File: src/rtl/panel_pixel_formatter.sv
module panel_pixel_formatter #(
  parameter int IDLE_CYCLES = 2048
) (
  input  logic        clk,
  input  logic        rst_n,
  input  logic        pwr_down_n,
  input  logic        out_off_n,
  input  logic        dual_mode,
  input  logic        stop_clk_mode,
  input  logic        in_valid,
  input  logic [23:0] in_pix,
  input  logic        in_de,
  input  logic        in_hs,
  input  logic        in_vs,
  input  logic [2:0]  in_ctl,
  output logic [35:0] out_data,
  output logic        out_valid,
  output logic        out_clk_en,
  output logic        out_de,
  output logic        out_hs,
  output logic        out_vs,
  output logic [2:0]  out_ctl,
  output logic        oe_main,
  output logic        oe_aux,
  output logic        sync_det
);
  localparam int CW = $clog2(IDLE_CYCLES + 1);
  localparam logic [CW-1:0] IDLE_V = CW'(IDLE_CYCLES);

  logic [17:0]   half_q;
  logic          pend_q;
  logic [CW-1:0] cnt_q, cnt_n;
  logic [17:0]   cut;
  logic          rise, fall, held;

  assign cut   = {in_pix[23:18], in_pix[15:10], in_pix[7:2]};
  assign rise  = in_de & ~out_de;
  assign fall  = ~in_de & out_de;
  assign held  = pend_q & ~rise;
  assign cnt_n = (in_de != out_de) ? '0 : (cnt_q == IDLE_V) ? IDLE_V : cnt_q + 1'b1;

  assign out_clk_en = ~stop_clk_mode | out_de;
  assign oe_main    = pwr_down_n & out_off_n;
  assign oe_aux     = pwr_down_n;

  always_ff @(posedge clk or negedge rst_n) begin
    if (!rst_n) begin
      out_data <= '0; out_valid <= 1'b0; half_q <= '0; pend_q <= 1'b0;
      out_de <= 1'b0; out_hs <= 1'b0; out_vs <= 1'b0; out_ctl <= '0;
      cnt_q <= IDLE_V; sync_det <= 1'b0;
    end else if (!pwr_down_n) begin
      out_data <= '0; out_valid <= 1'b0; half_q <= '0; pend_q <= 1'b0;
      out_de <= 1'b0; out_hs <= 1'b0; out_vs <= 1'b0; out_ctl <= '0;
      cnt_q <= IDLE_V; sync_det <= 1'b0;
    end else begin
      out_de    <= in_de;
      out_hs    <= in_hs;
      out_vs    <= in_vs;
      out_ctl   <= in_ctl;
      cnt_q     <= cnt_n;
      sync_det  <= cnt_n != IDLE_V;
      out_valid <= 1'b0;
      if (!dual_mode) begin
        pend_q <= 1'b0;
        if (in_valid) begin
          out_data  <= {12'h000, in_pix};
          out_valid <= 1'b1;
        end
      end else if (in_valid && in_de) begin
        if (held) begin
          out_data  <= {cut, half_q};
          out_valid <= 1'b1;
          pend_q    <= 1'b0;
        end else begin
          half_q <= cut;
          pend_q <= 1'b1;
        end
      end else if (fall && pend_q) begin
        out_data  <= {18'h0, half_q};
        out_valid <= 1'b1;
        pend_q    <= 1'b0;
      end
    end
  end
endmodule


File: config.mk
export PLATFORM = sky130hd
export DESIGN_NAME = panel_pixel_formatter
export DESIGN_NICKNAME = d
export VERILOG_FILES = /design/src/rtl/panel_pixel_formatter.sv
export SDC_FILE = /design/constraint.sdc
export NUM_CORES = 1
export LEC_CHECK = 0
export BUFFER_PORTS_ARGS = -buffer_cell sky130_fd_sc_hd__buf_2
export CORE_ASPECT_RATIO = 0.75
export CORE_MARGIN = 2
export CORE_UTILIZATION = 30
export DETAILED_ROUTE_END_ITERATION = 8
export HOLD_SLACK_MARGIN = 0.1
export PLACE_DENSITY = 0.47
export SLEW_MARGIN = 0
export SYNTH_ARGS = -nofsm -noshare
export SYNTH_HDL_FRONTEND = slang
export SYNTH_SLANG_ARGS = --single-unit
File: constraint.sdc
create_clock -name clk -period 2.2 [get_ports clk]
set_clock_uncertainty 0.1 [all_clocks]
set_input_delay 0.66 -clock clk [delete_from_list [all_inputs] [get_ports clk]]
set_output_delay 0.66 -clock clk [all_outputs]
set_load 0.01 [all_outputs]
* Word-level counts from Yosys, hierarchy flattened
Cells that the tools add are included.
** Word-level totals
- Flip-flop bits (word level) :: 75
** Cells by class
- $add $sub $neg :: 1
- Equality and inequality tests :: 9
- Mux-type cells :: 29
- Bitwise logic cells :: 9
- Reductions and logical operators :: 4
** Operators by type and width (number)
- 36-bit two-way mux :: 6
- 18-bit two-way mux :: 4
- 12-bit two-way mux :: 3
- 1-bit two-way mux :: 15
- 12-bit by 1-bit adder with 12-bit output, second input constant :: 1
- 12-bit equality test, second input constant :: 1
- 12-bit != test, second input constant :: 1
- 3-bit AND reduction :: 2
- 1-bit AND :: 4
- 2-bit by 1-bit != test with 1-bit output, second input constant :: 2
- 4-bit by 2-bit != test with 1-bit output, second input constant :: 1
- 4-bit != test, second input constant :: 1
- 1-bit NOT :: 4
- 3-bit two-way mux :: 1
- 3-bit by 1-bit != test with 1-bit output, second input constant :: 1
- 1-bit logical AND :: 2
- 2-bit != test, second input constant :: 1
- 1-bit != test :: 1
- 1-bit OR :: 1

* Depth between registers and ports, before layout
- Word-level depth :: 8
- Gate-level depth with buffers :: 8
- Gate-level depth less buffers :: 7

* Worst setup path before layout
Ideal clock, no wire load.
- Path type :: input to register
- Start :: input port in_de
- End :: register out_data[17]
- Arrival time :: 1809 ps
- Data required time :: 2013 ps
- Path slack :: 204 ps
- Stages :: 8
- Path through :: inv_1 -> ha_1 -> nand2_1 -> mux2_4 -> o21ai_4 -> buf_6 -> nor2_1 -> a211oi_2
** Between the ends
- Longest elaborated chain between the ends :: 5
- Elaborated cells between the ends (all ways) :: 13
** Ends and longest elaborated chain
- start: declaration :: RTL line 12 : input logic in_de,
- 1-bit AND / 1-bit NOT (equally long branches) :: RTL line 37, 38
- 1-bit NOT / 1-bit AND (equally long branches) :: RTL line 39, 38
- 1-bit AND / 1-bit logical AND (equally long branches) :: RTL line 39, 78
- 4-bit != test (no source line) / 4-bit by 2-bit != test with 1-bit output (equally long branches)
- 3-bit AND reduction (no source line)
- end signal: assignment :: RTL line 66 : out_data <= {12'h000, in_pix};
- end signal: assignment :: RTL line 71 : out_data <= {cut, half_q};
- end signal: assignment :: RTL line 79 : out_data <= {18'h0, half_q};
- end: declaration :: RTL line 16 : output logic [35:0] out_data,
Several ways; a longest one is shown, not always the timed one.
A chain may end at the register's enable or synchronous reset.

* Worst setup path after layout
- Start :: register out_de
- End :: register half_q[1]
** Between the ends
- Longest elaborated chain between the ends :: 6
** Ends and longest elaborated chain
- start: declaration :: RTL line 19 : output logic out_de,
- start signal: assignment :: RTL line 56 : out_de <= in_de;
- 1-bit NOT :: RTL line 37 : assign rise = in_de & ~out_de;
- 1-bit AND :: RTL line 37
- 1-bit NOT :: RTL line 39 : assign held = pend_q & ~rise;
- 1-bit AND :: RTL line 39
- 2-bit != test (no source line)
- 3-bit AND reduction (no source line)
- end signal: assignment :: RTL line 75 : half_q <= cut;
- end: declaration :: RTL line 30 : logic [17:0] half_q;
Every way passes these cells.

==> impl_metrics.env <==
export IMPL_power_switching_share=0.2533
export IMPL_num_vias=2645
export IMPL_path_max_fanout=18
export IMPL_h_tree_depth=3
export IMPL_critPathArrivalTime_ps=2140
export IMPL_cpMostUsedCell="nor2_1"
export IMPL_crit_path_end_kind="flop"
export IMPL_antenna_found_initial=0
export IMPL_placed_cell_area_um2=4170
export IMPL_dr_first_iter_drc_count=163
export IMPL_async_reset_ff_frac=1.000
export IMPL_power_frac_clock=0.445
export IMPL_drive_gt1_frac=0.3278
export IMPL_drt_pass1_iter_count=4
export IMPL_drc=0
export IMPL_outcome="complete, no violations"
export IMPL_final_cells=562
export IMPL_grt_total_usage=0.1531
export IMPL_worstHoldPathType="input port to asynchronous set/reset pin"
export IMPL_syn_area_um2=3503
export IMPL_die_area_um2=12570
export IMPL_grt_pass1_vias=2583
export IMPL_nNetsFinal=454
export IMPL_grt_overflow=0
export IMPL_root_buffer="clkbuf_16"
export IMPL_p_per_area_nw_per_um2=752.4
export IMPL_internal_power_mw=2.516
export IMPL_dpl_hpwl_um=6553
export IMPL_clock_path_buffers=2
export IMPL_placed_cells=546
export IMPL_maxSlewHeadroom=0.4391
export IMPL_reg2reg_slack_ps=230
export IMPL_critical_path_slowest_cell="a21oi_2"
export IMPL_detail_route_wl_per_cell_um=16.21
export IMPL_path_class="flop to flop"
export IMPL_die_w_um=128.8
export IMPL_cts_buffers=9
export IMPL_diodes=0
export IMPL_grt_pass1_wl_um=14600
export IMPL_synth_warnings=0
export IMPL_yosys_most_used_dff="dfrtp_1"
export IMPL_io_pins=84
export IMPL_leakage_nw=2.133
export IMPL_post_cts_buffers=0
export IMPL_rsz0062_at_grt="no"
export IMPL_area_growth_synth_to_final_pct=27.86
export IMPL_drt_total_wl_um=9110
export IMPL_cts_tree="built"
export IMPL_rows=34
export IMPL_finalSetupViolations=0
export IMPL_viasPerCell=4.706
export IMPL_crit_chain="inv_1 > ha_1 > nor2_1 > nor2_1 > a21oi_2 > a22o_1"
export IMPL_grt_max_degree=38
export IMPL_ir_worst_vdd_uv=391.8
export IMPL_gp_congestion=0.8439
export IMPL_ys_seq_elements=75
export IMPL_min_period_over_period=0.8938
export IMPL_syn_inst=321
export IMPL_max_cap_viol_count=0
export IMPL_r2r_end="half_q[1]$_DFFE_PN0P_"
export IMPL_p_sw_uw=853.8
export IMPL_r2r_cells=6
export IMPL_crit_required_ps=2370
export IMPL_yosysSeqAreaShare=0.5361
export IMPL_syn_nets=362
export IMPL_r2r_start="out_de$_DFF_PN0_"
export IMPL_insertion_delay_ps=340
export IMPL_min_period_ps=1966
export IMPL_timing_hold_ws_ps=179.6
export IMPL_antenna_left=0
export IMPL_port_buffers=83
export IMPL_start_util=0.3050
export IMPL_max_stage_delay_ps=650
export IMPL_fmax_mhz=508.6
export IMPL_totalPowerFinal_mw=3.370
export IMPL_worst_slew_pin_slew_ps=841.4
export IMPL_path_clk_slew_ps=60
export IMPL_seq_power_share=0.439
export IMPL_syn_mean_instance_area_um2=10.91
export IMPL_combPwrFrac=0.116
export IMPL_die_h_um=97.59
export IMPL_clock_sinks=75
export IMPL_crit_path_start_kind="flop"
export IMPL_synth_edf_count=0
export IMPL_core_um2=11490
export IMPL_final_hold_violation_count=0
export IMPL_final_area_um2=4479
export IMPL_final_max_slew_viol_count=0
export IMPL_synthDistinctLibCells=44
==> synth_stat cells (3+ instances only) <==
cell | count | share of area
a22o_1 | 18 | 0.045
ha_1 | 4 | 0.014
xor2_1 | 6 | 0.015
nand2b_1 | 3 | 0.0054
xnor2_1 | 5 | 0.012
a22oi_1 | 6 | 0.013
o21ai_0 | 12 | 0.017
buf_2 | 11 | 0.016
nand2_1 | 8 | 0.0086
a21oi_1 | 6 | 0.0086
and2_1 | 8 | 0.014
a211oi_2 | 11 | 0.039
nand3_1 | 18 | 0.026
inv_1 | 21 | 0.023
dfrtp_1 | 74 | 0.53
nor2_1 | 43 | 0.046
nor4_1 | 4 | 0.0071
a211oi_1 | 8 | 0.017
mux2i_1 | 19 | 0.054
buf_4 | 4 | 0.0086
==> cells by family (layout without fill, tap and decap cells) <==
group | count (synthesis) | after routing | share of synthesized area
AOI/OAI and AO/OA | 70 | 70 | 0.1668
xor gates and xnor gates | 11 | 11 | 0.02750
adders and majority gates | 4 | 4 | 0.01429
buffers and inverters | 42 | 139 | 0.05786
DFF | 75 | 75 | 0.5361
muxes | 20 | 20 | 0.05857
and+or+nand+nor | 99 | 99 | 0.1389
==> area by class of cell <==
class	instances	area [µm²]
inverter	21	78.83
clock buffer	11	242.7
sequential	75	1878
clock inverter	5	60.06
fill	1153	7007
multi-input combinational	204	1429
tap	144	180.2
timing repair buffer	102	610.6
==> metal layers <==
layer / part of all wire / vias to the layer above / track usage / wire length (µm)
met4: 0.011 / 0 / 0.04264 / 102
met5: 0 / - / 0 / 0
met1: 0.51 / 1259 / 0.2208 / 4632
met3: 0.062 / 9 / 0.06222 / 565
li1: - / 1312 / - / -
met2: 0.42 / 65 / 0.2096 / 3810
==> stage by stage <==
stage / setup TNS, ps / setup WS (ps) / util
global placement: -1337 / -76.39 / 0.3631
detailed placement: -2469 / -109.4 / 0.3631
floorplan: 0 / 203.8 / -
global route: 0 / 31.45 / 0.3900
CTS: 0 / 130.0 / 0.3894
finish: 0 / 233.7 / 0.3900
==> sequential cells by signal, summed over array words and instances (netlist names) <==
register   cells
out_de         1
out_data      36
pend_q         1
out_valid      1
out_hs         1
sync_det       1
out_vs         1
out_ctl        3
cnt_q         12
half_q        18
==> critical path, delay by kind of cell, from the launching register on <==
family / cells / cell delay [ps]
compound gates: 2 / 910
fa+ha+maj: 1 / 200
buf+inv: 1 / 80
flops: 1 / 390
simple gates: 2 / 220
==> power groups by stage <==
stage	sequential (mW)	combinational (mW)	clock [mW]
6_report	1.48	0.390	1.50
2_1_floorplan	1.52	0.182	0
5_1_grt	1.49	0.437	1.61
4_1_cts	1.48	0.399	1.54
3_3_place_gp	1.50	0.394	0
3_5_place_dp	1.50	0.398	0
==> placed cells by master (no fill, tap or decap), drive strengths merged, types with 2 or more instances in the layout <==
master  Yosys  final
buf        18    102
dfrtp      74     74
nor2       43     43
inv        21     22
mux2i      19     19
a211oi     19     19
nand3      18     18
a22o       18     18
o21ai      13     13
clkbuf      3     11
nand2       9      9
and2        8      8
a21oi       7      7
xor2        6      6
a22oi       6      6
xnor2       5      5
ha          4      4
nor4        4      4
nand2b      3      3
nor3        3      3
nor4b       2      2
and3        2      2
and4        2      2
nand4       2      2
a31oi       2      2
clkinv      0      2
==> timing repair <==
action | in CTS | in global routing
endpoints found under the setup margin | 0 | 1
hold buffers | 0 | 0
resized for setup | 0 | 1
==> how the worst max path moves through the flow <==
stage / startpoint / to / slack, ps / cells past startpoint
2_1_floorplan: in_de / out_data[17]$_DFFE_PN0P_ / 200 / 8
3_3_place_gp: in_de / half_q[8]$_DFFE_PN0P_ / -80 / 6
3_5_place_dp: in_de / half_q[13]$_DFFE_PN0P_ / -110 / 6
4_1_cts: cnt_q[0]$_DFF_PN0_ / sync_det$_DFF_PN0_ / 130 / 6
5_1_grt: cnt_q[0]$_DFF_PN0_ / sync_det$_DFF_PN0_ / 30 / 6
6_report: out_de$_DFF_PN0_ / half_q[1]$_DFFE_PN0P_ / 230 / 6
Power figures use the tool's default switching activity.
